==> src/rtl/sdb_pkg.sv <==
package sdb_pkg;
  localparam logic [1:0] SZ_BYTE = 2'd0;
  localparam logic [1:0] SZ_HALF = 2'd1;

  localparam logic [7:0] A_BLKSZ  = 8'h04;
  localparam logic [7:0] A_XFER   = 8'h0C;
  localparam logic [7:0] A_CMD    = 8'h0E;
  localparam logic [7:0] A_PSTATE = 8'h24;
  localparam logic [7:0] A_HCTL   = 8'h28;
  localparam logic [7:0] A_PWR    = 8'h29;
  localparam logic [7:0] A_INTEN  = 8'h34;
  localparam logic [7:0] A_CAPS   = 8'h40;
  localparam logic [7:0] A_HVER   = 8'hFE;

  localparam logic [7:0] VENDOR_ADMA2_MIN = 8'h12;

  typedef enum logic [2:0] {
    ST_IDLE, ST_RD, ST_MOD, ST_WR, ST_RSP
  } sdb_state_e;
endpackage

==> src/rtl/sdb_bswap.sv <==
module sdb_bswap #(
  parameter int DATA_W = 32
) (
  input  logic              en,
  input  logic [DATA_W-1:0] din,
  output logic [DATA_W-1:0] dout
);
  localparam int NB = DATA_W / 8;
  for (genvar i = 0; i < NB; i++) begin : g_lane
    assign dout[8*i +: 8] = en ? din[8*(NB-1-i) +: 8] : din[8*i +: 8];
  end
endmodule

==> src/rtl/sdb_read_fix.sv <==
module sdb_read_fix
  import sdb_pkg::*;
#(
  parameter int DATA_W = 32
) (
  input  logic [1:0]        size,
  input  logic [7:0]        addr,
  input  logic [7:0]        vendor,
  input  logic [DATA_W-1:0] word,
  output logic [DATA_W-1:0] result
);
  logic [DATA_W-1:0] shifted_b, shifted_h;
  logic [7:0]        b;

  always_comb begin
    shifted_b = word >> {addr[1:0], 3'b000};
    shifted_h = word >> {addr[1], 4'b0000};
    b         = shifted_b[7:0];
    result    = '0;
    if (size == SZ_BYTE) begin
      if (addr == A_HCTL) b[4:3] = word[9:8];
      result[7:0] = b;
    end else if (size == SZ_HALF) begin
      result[15:0] = (addr == A_HVER) ? word[15:0] : shifted_h[15:0];
    end else if (addr == A_PSTATE) begin
      result[19:0]  = word[19:0];
      result[23:20] = word[27:24];
      result[24]    = word[23];
    end else begin
      result = word;
      if (addr == A_CAPS && word[20] && vendor > VENDOR_ADMA2_MIN)
        result[19] = 1'b1;
    end
  end
endmodule

==> src/rtl/sdb_write_merge.sv <==
module sdb_write_merge
  import sdb_pkg::*;
#(
  parameter int          DATA_W    = 32,
  parameter logic [31:0] HCTL_RSVD = 32'h0000_0004
) (
  input  logic [1:0]        size,
  input  logic [7:0]        addr,
  input  logic [DATA_W-1:0] wdata,
  input  logic [DATA_W-1:0] old_word,
  input  logic [15:0]       shadow,
  output logic [DATA_W-1:0] result
);
  logic [4:0] lane_b, lane_h;

  always_comb begin
    lane_b = {addr[1:0], 3'b000};
    lane_h = {addr[1], 4'b0000};
    result = old_word;
    if (size == SZ_BYTE) begin
      if (addr == A_HCTL) begin
        result[9:8] = wdata[4:3];
        result[7:0] = {wdata[7:5], old_word[4:3], wdata[2:0]};
        result      = result & ~HCTL_RSVD;
      end else begin
        result[lane_b +: 8] = wdata[7:0];
      end
    end else if (size == SZ_HALF) begin
      if (addr == A_CMD) begin
        result = {wdata[15:0], shadow};
      end else begin
        result[lane_h +: 16] = wdata[15:0];
        if (addr == A_BLKSZ) result[14:12] = 3'b000;
      end
    end else begin
      result = wdata;
      if (addr == A_INTEN) result[2] = 1'b1;
    end
  end
endmodule

==> src/rtl/sdb_bridge.sv <==
module sdb_bridge
  import sdb_pkg::*;
#(
  parameter int          DATA_W    = 32,
  parameter int          ADDR_W    = 8,
  parameter logic [31:0] HCTL_RSVD = 32'h0000_0004
) (
  input  logic              clk,
  input  logic              rst_n,
  input  logic              cfg_big_endian,
  input  logic [7:0]        cfg_vendor_ver,
  input  logic              req_valid,
  output logic              req_ready,
  input  logic              req_write,
  input  logic [1:0]        req_size,
  input  logic [ADDR_W-1:0] req_addr,
  input  logic [DATA_W-1:0] req_wdata,
  output logic              rsp_valid,
  output logic [DATA_W-1:0] rsp_rdata,
  output logic              bk_rd,
  output logic              bk_wr,
  output logic [ADDR_W-1:0] bk_addr,
  output logic [DATA_W-1:0] bk_wdata,
  input  logic [DATA_W-1:0] bk_rdata
);
  localparam int HALF_W = DATA_W / 2;

  // reset: asserted asynchronously, released through two flops
  logic [1:0] rst_sync_q;
  logic       rst_li;
  always_ff @(posedge clk or negedge rst_n) begin
    if (!rst_n) rst_sync_q <= 2'b00;
    else        rst_sync_q <= {rst_sync_q[0], 1'b1};
  end
  assign rst_li = rst_sync_q[1];

  sdb_state_e        state_q, state_d;
  logic              op_we_q;
  logic [1:0]        op_sz_q;
  logic [ADDR_W-1:0] op_addr_q;
  logic [DATA_W-1:0] op_wd_q;
  logic [DATA_W-1:0] hold_q, hold_d;
  logic [HALF_W-1:0] shadow_q, shadow_d;
  logic              ld_op, ld_hold, ld_shadow;

  logic [DATA_W-1:0] bk_word_in, rd_fixed, wr_word;

  sdb_bswap #(.DATA_W(DATA_W)) u_swap_in (
    .en(cfg_big_endian), .din(bk_rdata), .dout(bk_word_in)
  );

  sdb_read_fix #(.DATA_W(DATA_W)) u_rfix (
    .size(op_sz_q), .addr(op_addr_q), .vendor(cfg_vendor_ver),
    .word(bk_word_in), .result(rd_fixed)
  );

  sdb_write_merge #(.DATA_W(DATA_W), .HCTL_RSVD(HCTL_RSVD)) u_wmerge (
    .size(op_sz_q), .addr(op_addr_q), .wdata(op_wd_q),
    .old_word(hold_q), .shadow(shadow_q), .result(wr_word)
  );

  sdb_bswap #(.DATA_W(DATA_W)) u_swap_out (
    .en(cfg_big_endian), .din(wr_word), .dout(bk_wdata)
  );

  // next-state logic
  always_comb begin
    state_d   = state_q;
    hold_d    = hold_q;
    shadow_d  = shadow_q;
    ld_op     = 1'b0;
    ld_hold   = 1'b0;
    ld_shadow = 1'b0;
    unique case (state_q)
      ST_IDLE: begin
        if (req_valid) begin
          ld_op = 1'b1;
          if (req_write && req_size == SZ_HALF && req_addr == A_XFER) begin
            ld_shadow = 1'b1;
            shadow_d  = req_wdata[HALF_W-1:0];
            state_d   = ST_RSP;
          end else if (req_write && req_size == SZ_BYTE && req_addr == A_PWR) begin
            state_d = ST_RSP;
          end else if (req_write && (req_size[1] ||
                       (req_size == SZ_HALF && req_addr == A_CMD))) begin
            state_d = ST_WR;
          end else begin
            state_d = ST_RD;
          end
        end
      end
      ST_RD:  state_d = ST_MOD;
      ST_MOD: begin
        ld_hold = 1'b1;
        hold_d  = op_we_q ? bk_word_in : rd_fixed;
        state_d = op_we_q ? ST_WR : ST_RSP;
      end
      ST_WR:  state_d = ST_RSP;
      ST_RSP: state_d = ST_IDLE;
      default: state_d = ST_IDLE;
    endcase
  end

  // registers
  always_ff @(posedge clk or negedge rst_li) begin
    if (!rst_li) begin
      state_q   <= ST_IDLE;
      op_we_q   <= 1'b0;
      op_sz_q   <= 2'd0;
      op_addr_q <= '0;
      op_wd_q   <= '0;
      hold_q    <= '0;
      shadow_q  <= '0;
    end else begin
      state_q <= state_d;
      if (ld_op) begin
        op_we_q   <= req_write;
        op_sz_q   <= req_size;
        op_addr_q <= req_addr;
        op_wd_q   <= req_wdata;
      end
      if (ld_hold)   hold_q   <= hold_d;
      if (ld_shadow) shadow_q <= shadow_d;
    end
  end

  assign req_ready = (state_q == ST_IDLE);
  assign bk_rd     = (state_q == ST_RD);
  assign bk_wr     = (state_q == ST_WR);
  assign bk_addr   = {op_addr_q[ADDR_W-1:2], 2'b00};
  assign rsp_valid = (state_q == ST_RSP);
  assign rsp_rdata = op_we_q ? '0 : hold_q;
endmodule

==> config.mk <==
export PLATFORM = sky130hd
export DESIGN_NAME = sdb_bridge
export DESIGN_NICKNAME = d
export VERILOG_FILES = /design/src/rtl/sdb_pkg.sv /design/src/rtl/sdb_bswap.sv /design/src/rtl/sdb_read_fix.sv /design/src/rtl/sdb_write_merge.sv /design/src/rtl/sdb_bridge.sv
export SDC_FILE = /design/constraint.sdc
export NUM_CORES = 1
export LEC_CHECK = 0
export BUFFER_PORTS_ARGS = -buffer_cell sky130_fd_sc_hd__clkbuf_2
export CAP_MARGIN = 10
export CORE_MARGIN = 3
export CORE_UTILIZATION = 41
export CTS_BUF_LIST = sky130_fd_sc_hd__clkbuf_16
export DETAILED_ROUTE_END_ITERATION = 10
export PLACE_DENSITY = 0.7
export SETUP_SLACK_MARGIN = 0.2
export SLEW_MARGIN = 20
export SYNTH_ARGS = -nofsm -noshare
export SYNTH_HDL_FRONTEND = slang
export SYNTH_SLANG_ARGS = --single-unit
==> constraint.sdc <==
create_clock -name clk -period 6.45 [get_ports clk]
set_input_delay 0 -clock clk [delete_from_list [all_inputs] [get_ports clk]]
set_output_delay 0 -clock clk [all_outputs]
set_load 0.005 [all_outputs]
# Word-level counts from Yosys, hierarchy flattened
# Index checks and enable logic that the tools add are counted.
[word_totals] ff_bits=96 in_bits=87 output_inout_bits=76 word_cells=87
[classes] add_sub_neg=2 n_lt_le_gt_ge=1 eq_ne=17 shifts=6 mux=39 n_reduce_logical=14
[op_table] operator="32-bit two-way mux" n=6
[op_table] operator="8-bit two-way mux" n=9
[op_table] operator="32-bit bitwise mux" n=2
[op_table] operator="16-bit two-way mux" n=3
[op_table] operator="8-bit by 6-bit equality test with 1-bit output, second input constant" n=4
[op_table] operator="16-bit by 7-bit variable shift with 32-bit output, first input constant" n=1
[op_table] operator="8-bit by 7-bit variable shift with 32-bit output, first input constant" n=1
[op_table] operator="16-bit by 7-bit variable part select with 32-bit output" n=1
[op_table] operator="8-bit by 7-bit variable part select with 32-bit output" n=1
[op_table] operator="32-bit by 5-bit right shift with 16-bit output" n=1
[op_table] operator="32-bit by 5-bit right shift with 8-bit output" n=1
[op_table] operator="25-bit two-way mux" n=1
[op_table] operator="8-bit by 4-bit equality test with 1-bit output, second input constant" n=3
[op_table] operator="24-bit two-way mux" n=1
[op_table] operator="3-bit two-way mux" n=5
[op_table] operator="5-bit negator with 7-bit output" n=2
[op_table] operator="3-bit one-hot mux with 4 select lines" n=1
[op_table] operator="8-bit by 3-bit equality test with 1-bit output, second input constant" n=1
[op_table] operator="8-bit by 7-bit equality test with 1-bit output, second input constant" n=1
[op_table] operator="8-bit equality test, second input constant" n=1
[op_table] operator="8-bit by 5-bit > comparator with 1-bit output, second input constant" n=1
[op_table] operator="1-bit logical AND" n=8
[op_table] operator="1-bit two-way mux" n=8
[op_table] operator="7-bit two-way mux" n=1
[op_table] operator="11 further kinds" n=15

# Depth between registers and ports, before layout
# Gate-level depths: netlist of the first run.
[depth] depth_word=9 depth_mapped=12

# Cells and area by module
# A second synthesis of the first run with hierarchy kept.
[unflattened] hier_cells=773 area_unflattened_um2=8200.4
[modules_own_cells] mod="sdb_bridge" n_inst=1 cells_per_inst=338 area_per_inst_um2=4291.6 seq_area_each_um2=2402.3
[modules_own_cells] mod="sdb_write_merge" n_inst=1 cells_per_inst=262 area_per_inst_um2=2019.4 seq_area_each_um2=0.0
[modules_own_cells] mod="sdb_bswap" n_inst=2 cells_per_inst=36 area_per_inst_um2=544.3 seq_area_each_um2=0.0
[modules_own_cells] mod="sdb_read_fix" n_inst=1 cells_per_inst=101 area_per_inst_um2=800.8 seq_area_each_um2=0.0

# Worst setup path after synthesis of the first run
# No wires, ideal clock.
[synth_timing] path_kind="reg-to-output" startpoint="register op_addr_q[1]" endpoint="output bk_wdata[4]" t_arrival_ns=2.764 t_required_ns=6.450 slack_ns=3.686 stages_incl_launch_ff=13 path_buffers=5 cell_sequence="dfrtp_1 > buf_2 > inv_1 > buf_2 > buf_1 > ha_1 > clkbuf_1 > nand3b_1 > o21ai_2 > buf_4 > nor2_1 > a2111oi_2 > mux2i_1"
[synth_between] elab_chain_len=7
[synth_rtl] element="start: declaration" line_no="sdb_bridge.sv:40" source="logic [ADDR_W-1:0] op_addr_q;"
[synth_rtl] element="start signal: assignment" line_no="sdb_bridge.sv:119" source="op_addr_q <= req_addr;"
[synth_rtl] element="5-bit negator with 7-bit output" line_no="sdb_write_merge.sv:32" source="result[lane_h +: 16] = wdata[15:0];"
[synth_rtl] element="16-bit by 7-bit variable part select with 32-bit output / 16-bit by 7-bit variable shift with 32-bit output (equally long branches)" line_no="sdb_write_merge.sv:32"
[synth_rtl] element="32-bit bitwise mux" line_no="sdb_write_merge.sv:32"
[synth_rtl] element="32-bit two-way mux" line_no="sdb_write_merge.sv:29" source="if (addr == A_CMD) begin"
[synth_rtl] element="32-bit two-way mux" line_no="sdb_write_merge.sv:28" source="end else if (size == SZ_HALF) begin"
[synth_rtl] element="32-bit two-way mux (*)" line_no="sdb_write_merge.sv:20" source="if (size == SZ_BYTE) begin"
[synth_rtl] element="8-bit two-way mux (*)" line_no="sdb_bswap.sv:10" source="assign dout[8*i +: 8] = en ? din[8*(NB-1-i) +: 8] : din[8*i +: 8];"
[synth_rtl] element="end: declaration" line_no="sdb_bridge.sv:23" source="output logic [DATA_W-1:0] bk_wdata,"
# Every way passes the cells marked *; elsewhere a longest branch is shown, timed or not.

# Final worst setup path of the first run
[layout_timing] startpoint="register op_addr_q[1]" endpoint="output bk_wdata[30]"
# The elaborated chain is that of the path after synthesis.

==> results.txt, run 1 <==
Status: finished clean
Die ar.: 19000 um2
Arrival time worst endpoint: 3870 ps
Fraction of layout cells with a size suffix above 1: 33.1%
Post-synth ARST share: 100%
Wire per inst: 21.9 um
DRT Pass-1 Iters: 5
Vias/cell: 6.19
Later-pin clock latency in the skew report: 360 ps
Row Count: 47
CTS clk-pin slew, worst paths: 70 ps
Hold Slack: 9.86 ps
Nets: 981
WL final: 24.4 mm
Gate Count Post-Synth: 729
Post-Layout Cell Count: 1112
H-tree Lvls: 3
Critical Path Sink Type: output pin
VDD IR max: 0.257 mV
Fin area: 8740 um2
Routed met1 length: 10.2 mm
Largest net degree at the start of global routing: 71
Dpl hpwl: 17.5 mm
Global-route wire length before repair: 36.9 mm
Max-cap viol count: 0
Seq cells post-synth: 96
Max Fclk: 0.258 GHz
Postcts setup bufs: 0
Mapped Area: 7110 um2
Met3 wire length: 1.81 mm
TritonCTS clock tree: yes
1st-iter DRT viols: 825
Worst Path Required: 6450 ps
Pwr dens: 480 nW/um2
Placed Area: 7950 um2
# hold bufs at CTS: 47
RSZ-0062 raised after global routing: no
CP startpoint kind: flip-flop
Yosys top cell area share: 33.8%
Buffers on Ports: 160
Setup CP Type: flip-flop to output pin
Yosys warnings: 0
Final Hold Vio Count: 0
Inst Count DP: 1050
Wire length on met2: 11.1 mm
Starting density of the core: 42.4%
Worst Hold Class: input pin to flip-flop
Post-placement setup slack: 3040 ps
Distinct cells, synth: 71
Syn avg cell area: 9.75 um2
Final setup fails: 0
Slew @ Worst Pin: 1060 ps
Core Area: 16800 um2
Fin crit share: 60.0%
Top FF cell, synth: dfrtp_1
Gates resized, CTS repair: 0
GRT Overall Usage: 25.5%
Vias in the first global route: 6540
Clock tree buffer depth: 2
Slew Viols, Final: 0
Top sig layer: met4
Antenna diodes: 0
Gpl congestion: 0.973
Synth area leader: dfrtp_1
Height of the die: 138 um
Worst Slack Setup Final: 2580 ps
Seq/Total Area, Yosys: 33.8%
Number of synthesized flops with an enable pin: 0
Clk root buf: clkbuf_16
Global route overflow: 0
Synth cell count leaders: dfrtp_1, mux2_2, mux2i_1, nand2_1, nor2b_1
Crit path time final: 3870 ps
Final ANT Viol Nets: 0
Normalized max-slew margin: 29.3%
TritonCTS buffer count: 9
Ports: 163
Clock sink total: 96
Static leakage: 3.98 nW
Initial antenna violation count: 0
Setup TNS: 0 ps
DRC: 0
Via Count: 6882
Crit-path max FO: 22
Area grow syn2layout: 22.9%
Die Wd: 138 um
Top post-synthesis cells by area: dfrtp_1, mux2_2, mux2i_1
Setup Skew: 5.84 ps
Most common cell in the synthesized netlist: dfrtp_1
[report_power, final]
part / switching [W] / total [W] / internal, W
Clock: 0.000229 / 0.000563 / 0.000333
Combinational: 0.00126 / 0.00234 / 0.00108
Sequential: 0.000456 / 0.00130 / 0.000842
[area by class of cell]
class,instances,area (um2)
inverter,12,45.0
multi-input combinational,553,4370
fill,1518,8020
sequential,96,2410
timing repair buffer,216,1340
clock buffer,9,225
tap,220,275
clock inverter,6,77.6
[layer usage]
metal  track usage (%)  vias up
li1                  -     3105
met1              34.1     3334
met2              39.3      376
met3              4.71       67
met4              13.1        0
met5                 0        -
[critical path, stage by stage, from the launching register on]
cell      delay (ps)
dfrtp_1          960
ha_1             360
and4b_1          720
a21oi_2          280
o32a_1           370
a221o_1          430
mux2_2           280
clkbuf_2         110
[cells by family after synthesis]
kind of cell / after synthesis / share of synthesized area [%]
fa+ha+maj: 6 / 1.06
simple gates: 214 / 16.5
mux: 153 / 24.8
compound gates: 177 / 18.7
flops: 96 / 33.8
buf+inv: 81 / 5.10
other cells: 2 / 0.106
[final timing paths]
path,start,end,slack (ps),cells after the start
hold reg to reg,rst_sync_q[1]$_DFF_PN0_,op_wd_q[31]$_DFFE_PN0P_,340,0
min in group asynchronous,rst_sync_q[1]$_DFF_PN0_,op_wd_q[31]$_DFFE_PN0P_,340,0
max in group asynchronous,rst_sync_q[1]$_DFF_PN0_,hold_q[22]$_DFFE_PN0N_,5050,1
setup / recovery,op_addr_q[1]$_DFFE_PN0P_,bk_wdata[30],2580,7
setup reg to reg,state_q[0]$_DFFE_PN0P_,shadow_q[14]$_DFFE_PN0P_,3310,5
hold / removal,req_valid,state_q[2]$_DFFE_PN0P_,10,5
[layout by cell type, fill, tap and decap left out, types with 19 or more instances in the layout]
cell type      instances
mux2i_1               63
dfrtp_1               95
o21ai_0               32
nor2b_1               37
dlygate4sd3_1         47
nand3_1               30
clkbuf_2             159
mux2_2                80
nand2_1               57
nor2_1                24
a21oi_1               19
[registers in the layout, indices dropped and copies added (netlist names)]
name        count
state_q         3
rst_sync_q      2
op_we_q         1
op_wd_q        32
hold_q         32
shadow_q       16
op_sz_q         2
op_addr_q       8
[per-stage QoR]
| stage | total power, W | utilization (%) |
|---|---|---|
| 2_1_floorplan | 0.00269 | - |
| 4_1_cts | 0.00415 | 52.0 |
| 3_5_place_dp | 0.00355 | 47.4 |
| 3_3_place_gp | 0.00352 | 47.4 |
| 5_1_grt | 0.00445 | 52.1 |
| 6_report | 0.00420 | 52.1 |
No activity file was read; power rests on OpenSTA's default activity.
==> run 2, diff against run 1 <==
--- a/config.mk
+++ b/config.mk
@@ -11,7 +11,7 @@
 export CORE_UTILIZATION = 41
 export CTS_BUF_LIST = sky130_fd_sc_hd__clkbuf_16
 export DETAILED_ROUTE_END_ITERATION = 10
-export PLACE_DENSITY = 0.7
+export PLACE_DENSITY = 0.73
 export SETUP_SLACK_MARGIN = 0.2
 export SLEW_MARGIN = 20
 export SYNTH_ARGS = -nofsm -noshare
==> constraint.sdc (replaced) <==
create_clock -name clk -period 3.34 [get_ports clk]
set_input_delay 0 -clock clk [delete_from_list [all_inputs] [get_ports clk]]
set_output_delay 0 -clock clk [all_outputs]
set_load 0.005 [all_outputs]
==> run 2 against run 1 <==
  * Final cell count grew 1.9%
  * Flip-flop and latch count is the same
  * Setup slack lost 2300 ps
  * Routed wire length up 1.8%
  * Clock power is 92% higher
  * Critical path depth up 1
  * Sequential power up 88%
  * Via count grew 0.60%
  * Non-clock buffer count up 20
  * Global-route usage rose by 0.25 points
  * Die area did not move
  * Critical path type unchanged
  * Critical endpoint unchanged
  * Largest cell class unchanged
  * Largest power group unchanged
  * Highest routed layer unchanged
==> results.txt, run 2 (synthesized netlist as in run 1, its figures left out) <==
Final setup fails: 0
Core Area: 16800 um2
1st-iter DRT viols: 883
Gpl congestion: 1.01
Static leakage: 4.09 nW
TritonCTS buffer count: 9
Buffers on Ports: 160
Post-placement setup slack: 556 ps
Vias in the first global route: 6466
Via Count: 6923
Worst Slack Setup Final: 259 ps
Wire per inst: 21.9 um
Later-pin clock latency in the skew report: 350 ps
Crit-path max FO: 10
Fraction of layout cells with a size suffix above 1: 34.5%
Setup TNS: 0 ps
Final Hold Vio Count: 0
Starting density of the core: 42.4%
Die Wd: 138 um
Fin area: 8900 um2
DRC: 0
Core Util, Final: 53.1%
Reg area: 2410 um2
Setup CP Type: flip-flop to output pin
Fillers: 1510
Leading registers by flop count: hold_q x32, op_wd_q x32, shadow_q x16
WL final: 24.8 mm
Clock tree buffer depth: 2
Area of the multi-input gates: 4390 um2
Hold path depth: 5
Clk root buf: clkbuf_16
Initial antenna violation count: 0
Global route overflow: 0
Ports: 163
CTS clk-pin slew, worst paths: 60 ps
Status: finished clean
Antenna diodes: 0
H-tree Lvls: 3
Gr busiest metal: met2
Final ANT Viol Nets: 0
RSZ-0062 raised after global routing: yes
Clock sink total: 96
GRT Overall Usage: 25.8%
Worst path max stage delay: 520 ps
Largest net degree at the start of global routing: 43
Most frequent cells in the layout: clkbuf_2, dfrtp_1, mux2_2, mux2i_1, nand2_1
Arrival time worst endpoint: 3080 ps
Max-cap viol count: 0
GRT met1 Usage: 34.6%
Fin crit share: 92.2%
Die ar.: 19000 um2
Height of the die: 138 um
Power Total: 0.00825 W
Reg2reg path depth: 7
Vias/cell: 6.11
Met3 Resource Use GR: 4.57%
Reg2Reg Capture Point: hold_q[6]$_DFFE_PN0N_
Hold Crit Endpoint: state_q[2]$_DFFE_PN0P_
CP cell instances: inv_2 -> ha_1 -> nand3b_1 -> nor2_2 -> o32a_1 -> a221o_1 -> mux2_2 -> clkbuf_2
Worst Hold Class: input pin to flip-flop
Area grow syn2layout: 25.2%
Global-route wire length before repair: 37.1 mm
Setup Skew: 5.20 ps
R2r setup slk: 880 ps
Reg-to-reg startpoint: op_addr_q[1]$_DFFE_PN0P_
Dpl hpwl: 18.4 mm
Critical Path Sink Type: output pin
Row Count: 47
CP startpoint kind: flip-flop
Placed Area: 8090 um2
DRT Pass-1 Iters: 6
Worst Path Required: 3340 ps
Normalized max-slew margin: 47.3%
Met2 Use GR: 40.9%
VDD IR max: 0.579 mV
TritonCTS clock tree: yes
Commonest non-fill, non-tap cell in the layout: clkbuf_2
Slew @ Worst Pin: 789 ps
Hold Startpoint: req_valid
Worst path slowest cell: dfrtp_1
Slew Viols, Final: 0
Pwr dens: 927 nW/um2
Nets: 1001
Crit path time final: 3080 ps
Max Fclk: 0.325 GHz
## run 2: changes by cell type in the layout (fill, tap and decap cells not counted), sizes merged
| cell | before | now |
|---|---|---|
| buf | 10 | 32 |
| inv | 12 | 14 |
| dlygate4sd3 | 47 | 45 |
| clkinv | 4 | 3 |
## run 2: stage by stage
step	cells	hold slack, ps
finish	1133	21.0
global route	1133	43.4
CTS	1130	18.3
detailed placement	1069	-212
global placement	1069	-213
floorplan	730	-296
## run 2: how the worst max path moves through the flow
| stage | startpoint | to | slack (ps) | cells after the start |
|---|---|---|---|---|
| global placement | op_addr_q[1]$_DFFE_PN0P_ | bk_wdata[3] | 650 | 8 |
| global route | op_addr_q[0]$_DFFE_PN0P_ | bk_wdata[6] | 180 | 8 |
| floorplan | rst_sync_q[1]$_DFF_PN0_ | hold_q[0]$_DFFE_PN0N_ | 470 | 0 |
| CTS | op_addr_q[1]$_DFFE_PN0P_ | bk_wdata[3] | 210 | 8 |
| finish | op_addr_q[0]$_DFFE_PN0P_ | bk_wdata[30] | 260 | 8 |
| detailed placement | op_addr_q[1]$_DFFE_PN0P_ | bk_wdata[3] | 560 | 8 |
## run 2: what timing repair did
action | in CTS | in global routing
setup buffers | 0 | 3
pin swaps | 0 | 1
setup endpoints to repair | 2 | 24
endpoints found under the hold margin | 61 | 0
resized for setup | 1 | 4
hold buffers | 45 | 0
gates cloned | 0 | 0
## run 2: critical path: cells and delay by family, from the launching register on
kind / cells / cell delay (ps)
simple gates: 2 / 470
fa+ha+maj: 1 / 310
mux: 1 / 280
compound gates: 2 / 940
flops: 1 / 520
buf+inv: 2 / 200
## run 2: layout make-up
type	instances	share of cell area (%)
multi-input cells	553	49.3
repair buffers	236	16.7
clock buffers	9	2.53
clock inverters	7	0.899
well taps	220	3.09
inverters	12	0.506
flip-flops and latches	96	27.0
## run 2: per-layer routing
layer,wire length [um],vias to the layer above
li1,-,3141
met1,10100,3322
met2,11400,392
met3,2230,68
met4,1130,0
met5,0,-
## run 2: power by group
part           switching [W]  internal, W  total [W]  leakage [nW]
clock               0.000437     0.000645    0.00108         0.161
combinational        0.00253      0.00219    0.00472          2.74
sequential          0.000823      0.00163    0.00245          1.19
total                0.00379      0.00446    0.00825          4.09
